**config.mk**
```make
export PLATFORM = sky130hd
export DESIGN_NAME = excmask_unit
export DESIGN_NICKNAME = d
export VERILOG_FILES = /design/src/rtl/excmask_pkg.sv /design/src/rtl/excmask_decode.sv /design/src/rtl/excmask_perm.sv /design/src/rtl/excmask_state.sv /design/src/rtl/excmask_route.sv /design/src/rtl/excmask_unit.sv
export SDC_FILE = /design/constraint.sdc
export NUM_CORES = 1
export LEC_CHECK = 0
export BUFFER_PORTS_ARGS = -buffer_cell sky130_fd_sc_hd__buf_2
export CAP_MARGIN = 20
export CORE_AREA = 2 2 68 70
export DETAILED_ROUTE_END_ITERATION = 8
export DIE_AREA = 0 0 70 72
export MAX_ROUTING_LAYER = met4
export PLACE_DENSITY_LB_ADDON = 0.15
export SETUP_SLACK_MARGIN = 0.4
export SLEW_MARGIN = 30
export SYNTH_ARGS = -nofsm -noshare
export SYNTH_HDL_FRONTEND = slang
export SYNTH_SLANG_ARGS = --single-unit
```
**constraint.sdc**
```tcl
create_clock -name clk_i -period 1.3 [get_ports clk_i]
set_input_delay 0.195 -clock clk_i [delete_from_list [all_inputs] [get_ports clk_i]]
set_output_delay 0.195 -clock clk_i [all_outputs]
set_load 0.05 [all_outputs]
```
**src/rtl/excmask_pkg.sv**
```systemverilog
package excmask_pkg;
  localparam int unsigned XLEN     = 64;
  localparam int unsigned MASK_LSB = 6;
  localparam int unsigned NMASK    = 4;
  localparam int unsigned ECW      = 6;

  localparam logic [1:0] REG_OP0 = 2'b11;
  localparam logic [1:0] IMM_OP0 = 2'b00;
  localparam logic [2:0] ACC_OP1 = 3'b011;
  localparam logic [3:0] ACC_CRN = 4'b0100;
  localparam logic [3:0] REG_CRM = 4'b0010;
  localparam logic [2:0] REG_OP2 = 3'b001;
  localparam logic [2:0] SET_OP2 = 3'b110;
  localparam logic [2:0] CLR_OP2 = 3'b111;

  typedef logic [1:0] el_t;

  typedef enum logic [2:0] {
    ACC_NONE,
    ACC_READ,
    ACC_WRITE,
    ACC_SET,
    ACC_CLR
  } acc_e;

  typedef struct packed {
    logic undef;
    logic trap;
    el_t  trap_el;
  } perm_t;
endpackage

```
**src/rtl/excmask_decode.sv**
```systemverilog
module excmask_decode
  import excmask_pkg::*;
(
  input  logic       valid_i,
  input  logic [1:0] op0_i,
  input  logic [2:0] op1_i,
  input  logic [3:0] crn_i,
  input  logic [3:0] crm_i,
  input  logic [2:0] op2_i,
  input  logic       is_read_i,
  output acc_e       acc_o
);
  logic common_hit;
  logic reg_hit;
  logic imm_hit;

  assign common_hit = valid_i && (op1_i == ACC_OP1) && (crn_i == ACC_CRN);
  assign reg_hit    = common_hit && (op0_i == REG_OP0) && (crm_i == REG_CRM)
                      && (op2_i == REG_OP2);
  assign imm_hit    = common_hit && (op0_i == IMM_OP0);

  always_comb begin
    acc_o = ACC_NONE;
    if (reg_hit) begin
      acc_o = is_read_i ? ACC_READ : ACC_WRITE;
    end else if (imm_hit) begin
      unique case (op2_i)
        SET_OP2: acc_o = ACC_SET;
        CLR_OP2: acc_o = ACC_CLR;
        default: acc_o = ACC_NONE;
      endcase
    end
  end
endmodule

```
**src/rtl/excmask_perm.sv**
```systemverilog
module excmask_perm
  import excmask_pkg::*;
(
  input  acc_e  acc_i,
  input  logic  feat_i,
  input  el_t   cur_el_i,
  input  logic  el0_host_i,
  input  logic  uma_en_i,
  input  logic  el2_en_i,
  input  logic  tge_i,
  output perm_t perm_o,
  output logic  allow_o
);
  logic hit;
  logic el0_block;

  assign hit       = (acc_i != ACC_NONE);
  assign el0_block = (cur_el_i == 2'd0) && (el0_host_i || !uma_en_i);

  always_comb begin
    perm_o = '0;
    if (hit) begin
      if (!feat_i) begin
        perm_o.undef = 1'b1;
      end else if (el0_block) begin
        perm_o.trap    = 1'b1;
        perm_o.trap_el = (el2_en_i && tge_i) ? 2'd2 : 2'd1;
      end
    end
  end

  assign allow_o = hit && !perm_o.undef && !perm_o.trap;
endmodule

```
**src/rtl/excmask_state.sv**
```systemverilog
module excmask_state
  import excmask_pkg::*;
#(
  parameter int unsigned W          = XLEN,
  parameter int unsigned LSB        = MASK_LSB,
  parameter int unsigned N          = NMASK,
  parameter logic [N-1:0] RESET_VAL = '1
) (
  input  logic         clk_i,
  input  logic         rst_ni,
  input  logic         upd_i,
  input  acc_e         acc_i,
  input  logic [W-1:0] wdata_i,
  input  logic [N-1:0] imm_i,
  output logic [N-1:0] mask_o
);
  logic [N-1:0] mask_q;
  logic [N-1:0] mask_d;

  for (genvar k = 0; k < N; k++) begin : g_bit
    always_comb begin
      mask_d[k] = mask_q[k];
      if (upd_i) begin
        unique case (acc_i)
          ACC_WRITE: mask_d[k] = wdata_i[LSB+k];
          ACC_SET:   mask_d[k] = mask_q[k] | imm_i[k];
          ACC_CLR:   mask_d[k] = mask_q[k] & ~imm_i[k];
          default:   mask_d[k] = mask_q[k];
        endcase
      end
    end
  end

  always_ff @(posedge clk_i or negedge rst_ni) begin
    if (!rst_ni) mask_q <= RESET_VAL;
    else         mask_q <= mask_d;
  end

  assign mask_o = mask_q;
endmodule

```
**src/rtl/excmask_route.sv**
```systemverilog
module excmask_route
  import excmask_pkg::*;
(
  input  logic [3:0] mask_i,
  input  el_t        cur_el_i,
  input  el_t        dbg_target_el_i,
  output logic       dbg_mask_o,
  output logic       serr_mask_o,
  output logic       irq_mask_o,
  output logic       fiq_mask_o
);
  // D only covers debug exceptions taken at the current level
  assign dbg_mask_o  = mask_i[3] && (dbg_target_el_i == cur_el_i);
  assign serr_mask_o = mask_i[2];
  assign irq_mask_o  = mask_i[1];
  assign fiq_mask_o  = mask_i[0];
endmodule

```
**src/rtl/excmask_unit.sv**
```systemverilog
module excmask_unit
  import excmask_pkg::*;
#(
  parameter int unsigned    DATA_W   = XLEN,
  parameter int unsigned    FIELD_LO = MASK_LSB,
  parameter logic [ECW-1:0] TRAP_EC  = 6'h18
) (
  input  logic              clk_i,
  input  logic              rst_ni,
  input  logic              req_valid_i,
  input  logic [1:0]        req_op0_i,
  input  logic [2:0]        req_op1_i,
  input  logic [3:0]        req_crn_i,
  input  logic [3:0]        req_crm_i,
  input  logic [2:0]        req_op2_i,
  input  logic              req_is_read_i,
  input  logic [DATA_W-1:0] req_wdata_i,
  input  logic [1:0]        cur_el_i,
  input  logic              feat_i,
  input  logic              el0_host_i,
  input  logic              uma_en_i,
  input  logic              el2_en_i,
  input  logic              tge_i,
  input  logic [1:0]        dbg_target_el_i,
  output logic              rsp_valid_o,
  output logic [DATA_W-1:0] rsp_rdata_o,
  output logic              rsp_rd_we_o,
  output logic              trap_o,
  output logic [1:0]        trap_el_o,
  output logic [ECW-1:0]    trap_ec_o,
  output logic              undef_o,
  output logic [3:0]        daif_o,
  output logic              dbg_mask_o,
  output logic              serr_mask_o,
  output logic              irq_mask_o,
  output logic              fiq_mask_o
);
  localparam int unsigned N = NMASK;

  acc_e             acc;
  perm_t            perm;
  logic             allow;
  logic [N-1:0]     mask;
  logic [DATA_W-1:0] rdata_d;

  excmask_decode u_dec (
    .valid_i   (req_valid_i),
    .op0_i     (req_op0_i),
    .op1_i     (req_op1_i),
    .crn_i     (req_crn_i),
    .crm_i     (req_crm_i),
    .op2_i     (req_op2_i),
    .is_read_i (req_is_read_i),
    .acc_o     (acc)
  );

  excmask_perm u_perm (
    .acc_i      (acc),
    .feat_i     (feat_i),
    .cur_el_i   (cur_el_i),
    .el0_host_i (el0_host_i),
    .uma_en_i   (uma_en_i),
    .el2_en_i   (el2_en_i),
    .tge_i      (tge_i),
    .perm_o     (perm),
    .allow_o    (allow)
  );

  excmask_state #(
    .W   (DATA_W),
    .LSB (FIELD_LO),
    .N   (N)
  ) u_state (
    .clk_i   (clk_i),
    .rst_ni  (rst_ni),
    .upd_i   (allow),
    .acc_i   (acc),
    .wdata_i (req_wdata_i),
    .imm_i   (req_crm_i[N-1:0]),
    .mask_o  (mask)
  );

  excmask_route u_route (
    .mask_i          (mask),
    .cur_el_i        (cur_el_i),
    .dbg_target_el_i (dbg_target_el_i),
    .dbg_mask_o      (dbg_mask_o),
    .serr_mask_o     (serr_mask_o),
    .irq_mask_o      (irq_mask_o),
    .fiq_mask_o      (fiq_mask_o)
  );

  always_comb begin
    rdata_d = '0;
    if (allow && (acc == ACC_READ)) rdata_d[FIELD_LO +: N] = mask;
  end

  always_ff @(posedge clk_i or negedge rst_ni) begin
    if (!rst_ni) begin
      rsp_valid_o <= 1'b0;
      rsp_rdata_o <= '0;
      rsp_rd_we_o <= 1'b0;
      trap_o      <= 1'b0;
      trap_el_o   <= '0;
      trap_ec_o   <= '0;
      undef_o     <= 1'b0;
    end else begin
      rsp_valid_o <= (acc != ACC_NONE);
      rsp_rdata_o <= rdata_d;
      rsp_rd_we_o <= allow && (acc == ACC_READ);
      trap_o      <= perm.trap;
      trap_el_o   <= perm.trap_el;
      trap_ec_o   <= perm.trap ? TRAP_EC : '0;
      undef_o     <= perm.undef;
    end
  end

  assign daif_o = mask;
endmodule

```
==> results.md, run 1 <==
* LEAKAGE at 0.9816 nW
* Min-Delay Startpoint: tge_i
* Cells after synthesis at 141
* Vias per cell at 3.932
* Core area at 4264 sq um
* Mapped Area at 1344 sq um
* Global-route wire length before repair at 4.160 mm
* Row count at 24
* Cell area after layout at 1981 sq um
* CTS H-tree lvls at 1
* Util after Layout at 46.45%
* DRC violations left at 0
* Die Width at 70 um
* CTS tree: yes
* I/O pin total at 177
* Iteration-0 DRC Markers at 24
* Number of synthesized flops with an enable pin at 0
* Power density over cell area at 697.8 nW/um^2
* Placement Cell Area at 1495 sq um
* Count of pins over their slew limit at 0
* Largest net degree at the start of global routing at 15
* Final Non-Filler Cells at 263
* Die H at 72 um
* IO Port Bufs at 52
* Synthesis Warnings at 0
* WP data required at 1.11 ns
* Post-synthesis async set-or-reset flop share at 100.0%
* Tmin final at 1.281 ns
* MaxCap Viol Count at 0
* Layout cells sized above 1 at 55.92%
* Total chip power at 1.382 mW
* Clock Skew at 0.0002324 ns
* Hold EP: trap_el_o[0]$_DFF_PN0_
* Crit-path max FO at 2
* Critical path endpoint category: primary output
* CTS Sinks at 14
* Top-count cell post-synth: buf_4
* GP Congestion at 0.7839
* Final Hold Viols at 0
* Num CTS Buffers at 3
* Register area share after synthesis at 26.44%
* Outcome: finished clean
* Final Setup Violations at 0
* Max IR drop VDD at 0.2897 mV
* Vias at 1034
* GRT overflow at 0
* Cell variety after synth at 36
* Unrepaired setup endpoints after global routing: yes
* Worst reg2reg endpoint: u_state.mask_o[1]$_DFFE_PN1P_
* Final WL at 2.794 mm
* Inserted Diodes at 0
* Clk buf depth at 2
* Reg2reg start: u_state.mask_o[1]$_DFFE_PN1P_
* Per-cell routed wire length at 10.62 um
* Worst skew pair latency at 0.24 ns
* Hold Path Depth at 2
* Global Route Usage Sum at 10.56%
* Yosys top cell area share at 38.55%
* Flop-to-flop setup slack at 0.39 ns
* Yosys top cell by area: buf_4
* Register bit count reported by yosys at 14
* Main flop type after synthesis: dfrtp_1
* Initial antenna violation count at 0
* Post-synthesis area per instance at 9.530 sq um
* Ranking of synthesized cells by area: buf_4 39%, dfrtp_1 19%, dfstp_2 7.8%, nor4b_4 3.5%, mux2i_1 3.0%
* Die Area at 5040 sq um
* HPWL Detailed at 2.363 mm
* CP startpoint kind: flop
* Layout area overhead at 47.39%
* Pre-antenna DRT Iters at 4
* Starting density of the core at 31.51%
* Vias in the first global route at 916
* CTS root buf: clkbuf_8
* Final Cycle Share at 98.51%
* Most common library cells after synthesis: 69 x buf_4, 10 x dfrtp_1, 6 x nor4_1
* Worst Reg2Reg Path Length in Cells at 3
* Max frequency at 780.9 MHz
* Crit path arrival time at 1.09 ns
* Final ANT Viol Nets at 0
* Worst min path class: primary input to flop
* Clock slew at reported path FFs at 0.05 ns
* Placed Cells at 251
* Crit Path Category: flop to primary output
* Fin nets at 305
## critical path: stages (launching register included)
cell and delay [ns]:
dfstp_2 0.53, and3_4 0.18, buf_8 0.14
## where the power goes
part	internal [mW]	switching, mW
Combinational	0.108	0.487
Sequential	0.438	0.000966
Clock	0.216	0.132
Total	0.762	0.620
## worst max-delay path by stage
| stage | cells after the start | to | startpoint |
|---|---|---|---|
| 6_report | 2 | dbg_mask_o | u_state.mask_o[3]$_DFFE_PN1P_ |
| 3_3_place_gp | 6 | u_state.mask_o[3]$_DFFE_PN1P_ | req_op1_i[2] |
| 5_1_grt | 2 | dbg_mask_o | u_state.mask_o[3]$_DFFE_PN1P_ |
| 3_5_place_dp | 6 | u_state.mask_o[0]$_DFFE_PN1P_ | req_op1_i[2] |
| 4_1_cts | 2 | dbg_mask_o | u_state.mask_o[3]$_DFFE_PN1P_ |
| 2_1_floorplan | 4 | u_state.mask_o[1]$_DFFE_PN1P_ | req_op2_i[2] |
## flip-flops by register name, summed over array words and instances, names as in the netlist
signal and cells:
rsp_rdata_o 4, u_state.mask_o 4, trap_el_o 2, rsp_rd_we_o 1, rsp_valid_o 1, trap_ec_o 1
undef_o 1
## metrics by stage
step	setup TNS (ns)	setup slack (ns)	hold WS, ns
finish	0	0.01935	0.1420
global route	-0.01865	-0.01865	0.1297
CTS	0	0.003287	0.1328
detailed placement	-1.483	-0.1839	0.09900
global placement	-1.247	-0.1784	0.09156
floorplan	0	0.01473	-0.1006
## cells by family (layout without fill, tap and decap cells)
| group | after synthesis | in the layout | synth area share [%] |
|---|---|---|---|
| other | 1 | 64 | 0.2791 |
| flip-flops | 14 | 14 | 26.44 |
| AO/OA/AOI/OAI | 10 | 10 | 7.076 |
| AND/OR/NAND/NOR | 39 | 39 | 22.25 |
| multiplexers | 4 | 4 | 2.980 |
| XOR/XNOR | 2 | 2 | 1.304 |
| buffers and inverters | 71 | 78 | 39.66 |
## per-layer routing
| layer | vias to the layer above | share of wire [%] | global-route usage (%) |
|---|---|---|---|
| met5 | - | 0 | - |
| met3 | 2 | 9.1 | 0.9722 |
| li1 | 493 | - | - |
| met1 | 468 | 34 | 12.54 |
| met2 | 71 | 55 | 18.10 |
| met4 | 0 | 1.0 | 5.128 |
## cell type report
| type | instances | area, sq um |
|---|---|---|
| well taps | 52 | 65.06 |
| inverters | 1 | 3.754 |
| fillers | 414 | 2283 |
| flip-flops and latches | 14 | 356.6 |
| multi-input cells | 119 | 858.3 |
| clock buffers | 4 | 45.04 |
| repair buffers | 73 | 651.9 |
## placed cells by master (no fill, tap or decap), types with 4 or more instances in the layout
cell and count:
conb_1 64, buf_4 15, buf_2 27, dfrtp_1 9
buf_8 15, buf_6 15, dfstp_2 4, mux2i_1 4
## repair_timing
item | 4_1_cts | 5_1_grt
buffers inserted | 3 | 4
endpoints found under the setup margin | 34 | 34
endpoints found under the hold margin | 10 | 0
gates resized for setup | 68 | 31
hold buffers | 1 | 0
pin swaps | 12 | 14
Power figures use the tool's default switching activity.
==> inputs of run 2 (changes only) <==
CORE_AREA = not set   (was 2 2 68 70)
CORE_MARGIN = 2   (was not set)
CORE_UTILIZATION = 29   (was not set)
DIE_AREA = not set   (was 0 0 70 72)
clock period = 1.1 ns   (was 1.3 ns; I/O delays follow)
==> run 2 against run 1 <==
  * The flow now finishes with violations (setup timing)
  * Die area up 3.1%
  * Critical path depth did not move
  * Final area is 0.19% higher
  * Clock skew barely moved
  * Via count did not move
  * Critical path type unchanged
  * Utilization shrank 1.5 points
  * Setup slack worse by 0.17 ns
  * Combinational power increased by 17%
  * First-iteration DRC count grew 54%
  * Critical endpoint unchanged
  * Sequential share of layout area grew 0.53 points
  * Largest power group unchanged
  * Sequential cell count unchanged
  * Sequential power up 18%
==> results.md, run 2 (same netlist as run 1, synthesis figures left out) <==
* HPWL Detailed at 2.365 mm
* Tmin final at 1.246 ns
* Row count at 24
* I/O pin total at 177
* Violated checks: setup timing
* Global-route wire length before repair at 4.153 mm
* Final ANT Viol Nets at 0
* CTS H-tree lvls at 1
* Crit path launch: u_state.mask_o[3]$_DFFE_PN1P_
* Starting density of the core at 30.44%
* Crit path largest cell delay at 0.53 ns
* Final critical-path setup slack at -0.1463 ns
* Num CTS Buffers at 3
* Max IR drop VDD at 0.3512 mV
* Die Area at 5194 sq um
* Max frequency at 802.3 MHz
* Pre-antenna DRT Iters at 3
* Vias per cell at 3.947
* Count of pins over their slew limit at 0
* LEAKAGE at 0.9514 nW
* Final Cycle Share at 113.3%
* Vias at 1034
* CTS tree: yes
* Final Hold Viols at 0
* Global Route Usage Sum at 10.41%
* Core area at 4414 sq um
* Slowest stage cell, crit path: dfstp_2
* Crit path arrival time at 1.08 ns
* Vias in the first global route at 931
* CTS Sinks at 14
* Die Width at 72.07 um
* Final WL at 2.894 mm
* Power density over cell area at 822.3 nW/um^2
* Util after Layout at 44.95%
* CTS root buf: clkbuf_8
* Iteration-0 DRC Markers at 37
* Layout area overhead at 47.67%
* CP startpoint kind: flop
* MaxCap Viol Count at 0
* Outcome: finished with violations
* Most frequent cells in the layout: 64 x conb_1, 28 x buf_2, 22 x buf_8
* GRT overflow at 0
* Clock Skew at 0.0004685 ns
* Worst skew pair latency at 0.24 ns
* GP Congestion at 0.8257
* Unrepaired setup endpoints after global routing: yes
* Critical path cell sequence: and3_4 -> buf_8
* DRC violations left at 0
* Die H at 72.07 um
* Final Setup Violations at 13
* Total chip power at 1.632 mW
* Per-cell routed wire length at 11.05 um
* Crit Path Category: flop to primary output
* Largest net degree at the start of global routing at 15
* Worst min path class: primary input to flop
* Critical path endpoint category: primary output
* Clk buf depth at 2
* Inserted Diodes at 0
* Initial antenna violation count at 0
* Crit-path max FO at 2
* IO Port Bufs at 52
* Fin nets at 304
* WP data required at 0.94 ns
* Layout cells sized above 1 at 57.62%
* Reg2reg start: u_state.mask_o[3]$_DFFE_PN1P_
* Min-Delay Startpoint: tge_i
* Commonest non-fill, non-tap cell in the layout: conb_1
* Clock slew at reported path FFs at 0.06 ns
run 2: cell types whose count changed in the layout (fill, tap and decap cells not counted), moves of 2 or more:
cell and delta:
buf_6 -9, dfrtp_2 +9, and2_1 +2, nand3_2 -2, nor4_4 -2, buf_8 +7, and2_4 -2, dfrtp_1 -9
nand3_4 +2
run 2: layout make-up:
class / instances / area, sq um
clock buffers: 4 / 45.04
fillers: 441 / 2430
inverters: 1 / 3.754
multi-input cells: 119 / 842.1
flip-flops and latches: 14 / 367.9
well taps: 52 / 65.06
repair buffers: 72 / 660.6
run 2: worst paths after layout:
path,to,slack [ns],cells past startpoint
hold reg to reg,u_state.mask_o[1]$_DFFE_PN1P_,0.53,2
hold / removal,trap_el_o[0]$_DFF_PN0_,0.11,2
setup reg to reg,u_state.mask_o[3]$_DFFE_PN1P_,0.19,2
setup / recovery,dbg_mask_o,-0.15,2
max in group asynchronous,u_state.mask_o[0]$_DFFE_PN1P_,0.48,2
min in group asynchronous,rsp_valid_o$_DFF_PN0_,0.34,2
run 2: what timing repair did:
item,CTS,global route
pin swaps,15,7
hold buffers,1,0
buffers inserted,5,1
gates resized for setup,90,11
hold endpoints to repair,10,0
setup endpoints to repair,34,34
run 2: layer usage:
| layer | global-route usage [%] | vias to the layer above | part of all wire (%) |
|---|---|---|---|
| li1 | - | 492 | - |
| met1 | 11.76 | 467 | 37 |
| met2 | 18.76 | 73 | 53 |
| met3 | 0.8333 | 2 | 8.7 |
| met4 | 4.403 | 0 | 0.93 |
| met5 | - | - | 0 |
run 2: worst max-delay path, delay by kind of cell (launching register included):
kind | cells | cell delay (ns)
buf+inv | 1 | 0.14
flops | 1 | 0.53
simple gates | 1 | 0.17
run 2: where the power goes:
part,total (mW),switching (mW),internal [mW]
Clock,0.417,0.162,0.255
Combinational,0.697,0.575,0.122
Sequential,0.519,0.00113,0.517
Total,1.63,0.737,0.894
run 2: metrics by stage:
step                instances  instance area (sq um)  hold slack [ns]  setup TNS, ns  setup slack [ns]
floorplan                 204                   1650          -0.1306        -0.7096           -0.1550
global placement          251                   1506          0.06540         -3.319           -0.3185
detailed placement        251                   1506          0.06934         -3.678           -0.3522
CTS                       261                   1927          0.09495        -0.8118           -0.1636
global route              262                   1984           0.1074         -1.446           -0.1774
finish                    262                   1984           0.1092        -0.7750           -0.1463
==> inputs of run 3 (changes only) <==
CORE_ASPECT_RATIO = 0.75   (was not set)
CORE_MARGIN = 4   (was 2)
clock period = 1.01 ns   (was 1.1 ns; I/O delays follow)
==> run 3 against run 2 <==
  * Hold slack got worse by 0.32 ns
  * Routed wire length rose by 11%
  * Highest routed layer unchanged
  * Utilization increased by 1.8 points
  * Clock skew rose by 0.0045 ns
  * Count of clock-buffer cells in the layout did not move
  * Non-clock buffer count grew 5
  * The run ends with hold timing, setup timing left
  * Combinational power rose by 12%
  * Final area up 5.3%
  * Sequential cell count is the same
==> results.md, run 3 (same netlist as run 1, synthesis figures left out) <==
* Starting density of the core at 30.08%
* Global Route Usage Sum at 9.989%
* Multi-input logic area at 895.9 sq um
* Net switching fraction of the power at 44.45%
* Core area at 4467 sq um
* Die Width at 86.60 um
* Sequential power share at 29.9%
* Final Non-Filler Cells at 272
* Worst hold slack at -0.2132 ns
* Worst min path class: primary input to async pin
* Layout area overhead at 55.49%
* GRT overflow at 0
* Iteration-0 DRC Markers at 7
* Worst skew pair latency at 0.25 ns
* Most frequent cells in the layout: 64 x conb_1, 28 x buf_2, 21 x buf_8
* Unrepaired setup endpoints after global routing: yes
* Max frequency at 799.4 MHz
* Commonest non-fill, non-tap cell in the layout: conb_1
* Met3 Resource Use GR at 3.461%
* Clk network pwr share at 28.9%
* Fin Setup TNS at -2.671 ns
* Crit path buffers/inverters at 1
* Die H at 66.95 um
* LEAKAGE at 0.9969 nW
* Top Family by Delay on Critical Path: flip-flops
* Met1 GRT Util at 12.56%
* Crit-path max FO at 2
* Critical path endpoint category: primary output
* Fill cells at 423
* CTS Sinks at 14
* Violated checks: hold timing, setup timing
* CTS tree: yes
* Row count at 21
* Global-route wire length before repair at 4.340 mm
* I/O pin total at 177
* Final Setup Violations at 20
* Vias at 1051
* WP data required at 0.86 ns
* Max IR drop VDD at 0.5583 mV
* CP startpoint kind: flop
* Busiest grt layer: met2
* Crit path largest cell delay at 0.53 ns
* Placed Cells at 256
* Vias per cell at 3.864
* Die Area at 5798 sq um
* Tmin final at 1.251 ns
* MaxCap Viol Count at 0
* Final ANT Viol Nets at 0
* Critical path cell sequence: and3_4 -> buf_8
* CTS root buf: clkbuf_8
* Slowest stage cell, crit path: dfstp_2
* Largest net degree at the start of global routing at 15
* Final Hold Viols at 10
* Crit path arrival time at 1.10 ns
* NetSw at 0.8403 mW
* Clk buf depth at 2
* Initial antenna violation count at 0
* Clock Skew at 0.004992 ns
* GR Util met2 at 15.46%
* Per-cell routed wire length at 11.77 um
* Outcome: finished with violations
* Fin nets at 309
* Final critical-path setup slack at -0.2410 ns
* CTS H-tree lvls at 1
* HPWL Detailed at 2.493 mm
* Count of pins over their slew limit at 0
* Flop-to-flop setup slack at 0.05 ns
* Pre-antenna DRT Iters at 5
* Num CTS Buffers at 3
* Layout cells sized above 1 at 61.86%
* Inserted Diodes at 0
* Vias in the first global route at 915
* GP Congestion at 0.8146
* Cell area after layout at 2090 sq um
* Placement Cell Area at 1513 sq um
* Gate power share at 41.2%
* IO Port Bufs at 52
* Clock slew at reported path FFs at 0.06 ns
* Crit Path Category: flop to primary output
* Internal at 1.050 mW
* Util after Layout at 46.78%
* Total chip power at 1.891 mW
* Power density over cell area at 904.8 nW/um^2
* Final Cycle Share at 123.9%
* DRC violations left at 0
* FF/Latch Area at 367.9 sq um
* Place WS at -0.4657 ns
* Final WL at 3.201 mm
==> run 3: cell count changes in the layout (fill, tap and decap cells not counted), sizes merged <==
cell,change
buf,+6
dlygate4sd3,-1
==> run 3: layout make-up <==
| class | count | area share (%) |
|---|---|---|
| Tap cell | 57 | 3.413 |
| Inverter | 1 | 0.1796 |
| Clock buffer | 4 | 2.635 |
| Timing Repair Buffer | 77 | 33.29 |
| Sequential cell | 14 | 17.60 |
| Multi-Input combinational cell | 119 | 42.87 |
==> run 3: worst paths after layout <==
path	from	endpoint	cells after the start
hold / removal	rst_ni	undef_o$_DFF_PN0_	1
setup reg to reg	u_state.mask_o[0]$_DFFE_PN1P_	u_state.mask_o[0]$_DFFE_PN1P_	2
setup / recovery	u_state.mask_o[3]$_DFFE_PN1P_	dbg_mask_o	2
hold reg to reg	u_state.mask_o[1]$_DFFE_PN1P_	rsp_rdata_o[7]$_DFF_PN0_	1
max in group asynchronous	rst_ni	u_state.mask_o[1]$_DFFE_PN1P_	1
min in group clk_i	tge_i	trap_el_o[0]$_DFF_PN0_	2
==> run 3: power groups by stage <==
stage	clock, mW	sequential (mW)	combinational [mW]
2_1_floorplan	0	0.577	0.776
3_5_place_dp	0	0.574	0.717
5_1_grt	0.597	0.564	0.816
4_1_cts	0.559	0.565	0.749
3_3_place_gp	0	0.574	0.718
6_report	0.547	0.565	0.779
==> run 3: repair_timing <==
item,in CTS,in global routing
pin swaps,15,9
endpoints found under the setup margin,34,34
setup buffers,6,6
resized for setup,86,21
endpoints found under the hold margin,10,10
==> run 3: per-layer routing <==
| metal | vias to the layer above | share of wire [%] |
|---|---|---|
| met3 | 7 | 11 |
| met1 | 465 | 37 |
| met2 | 74 | 50 |
| met4 | 0 | 1.2 |
| met5 | - | 0 |
| li1 | 505 | - |
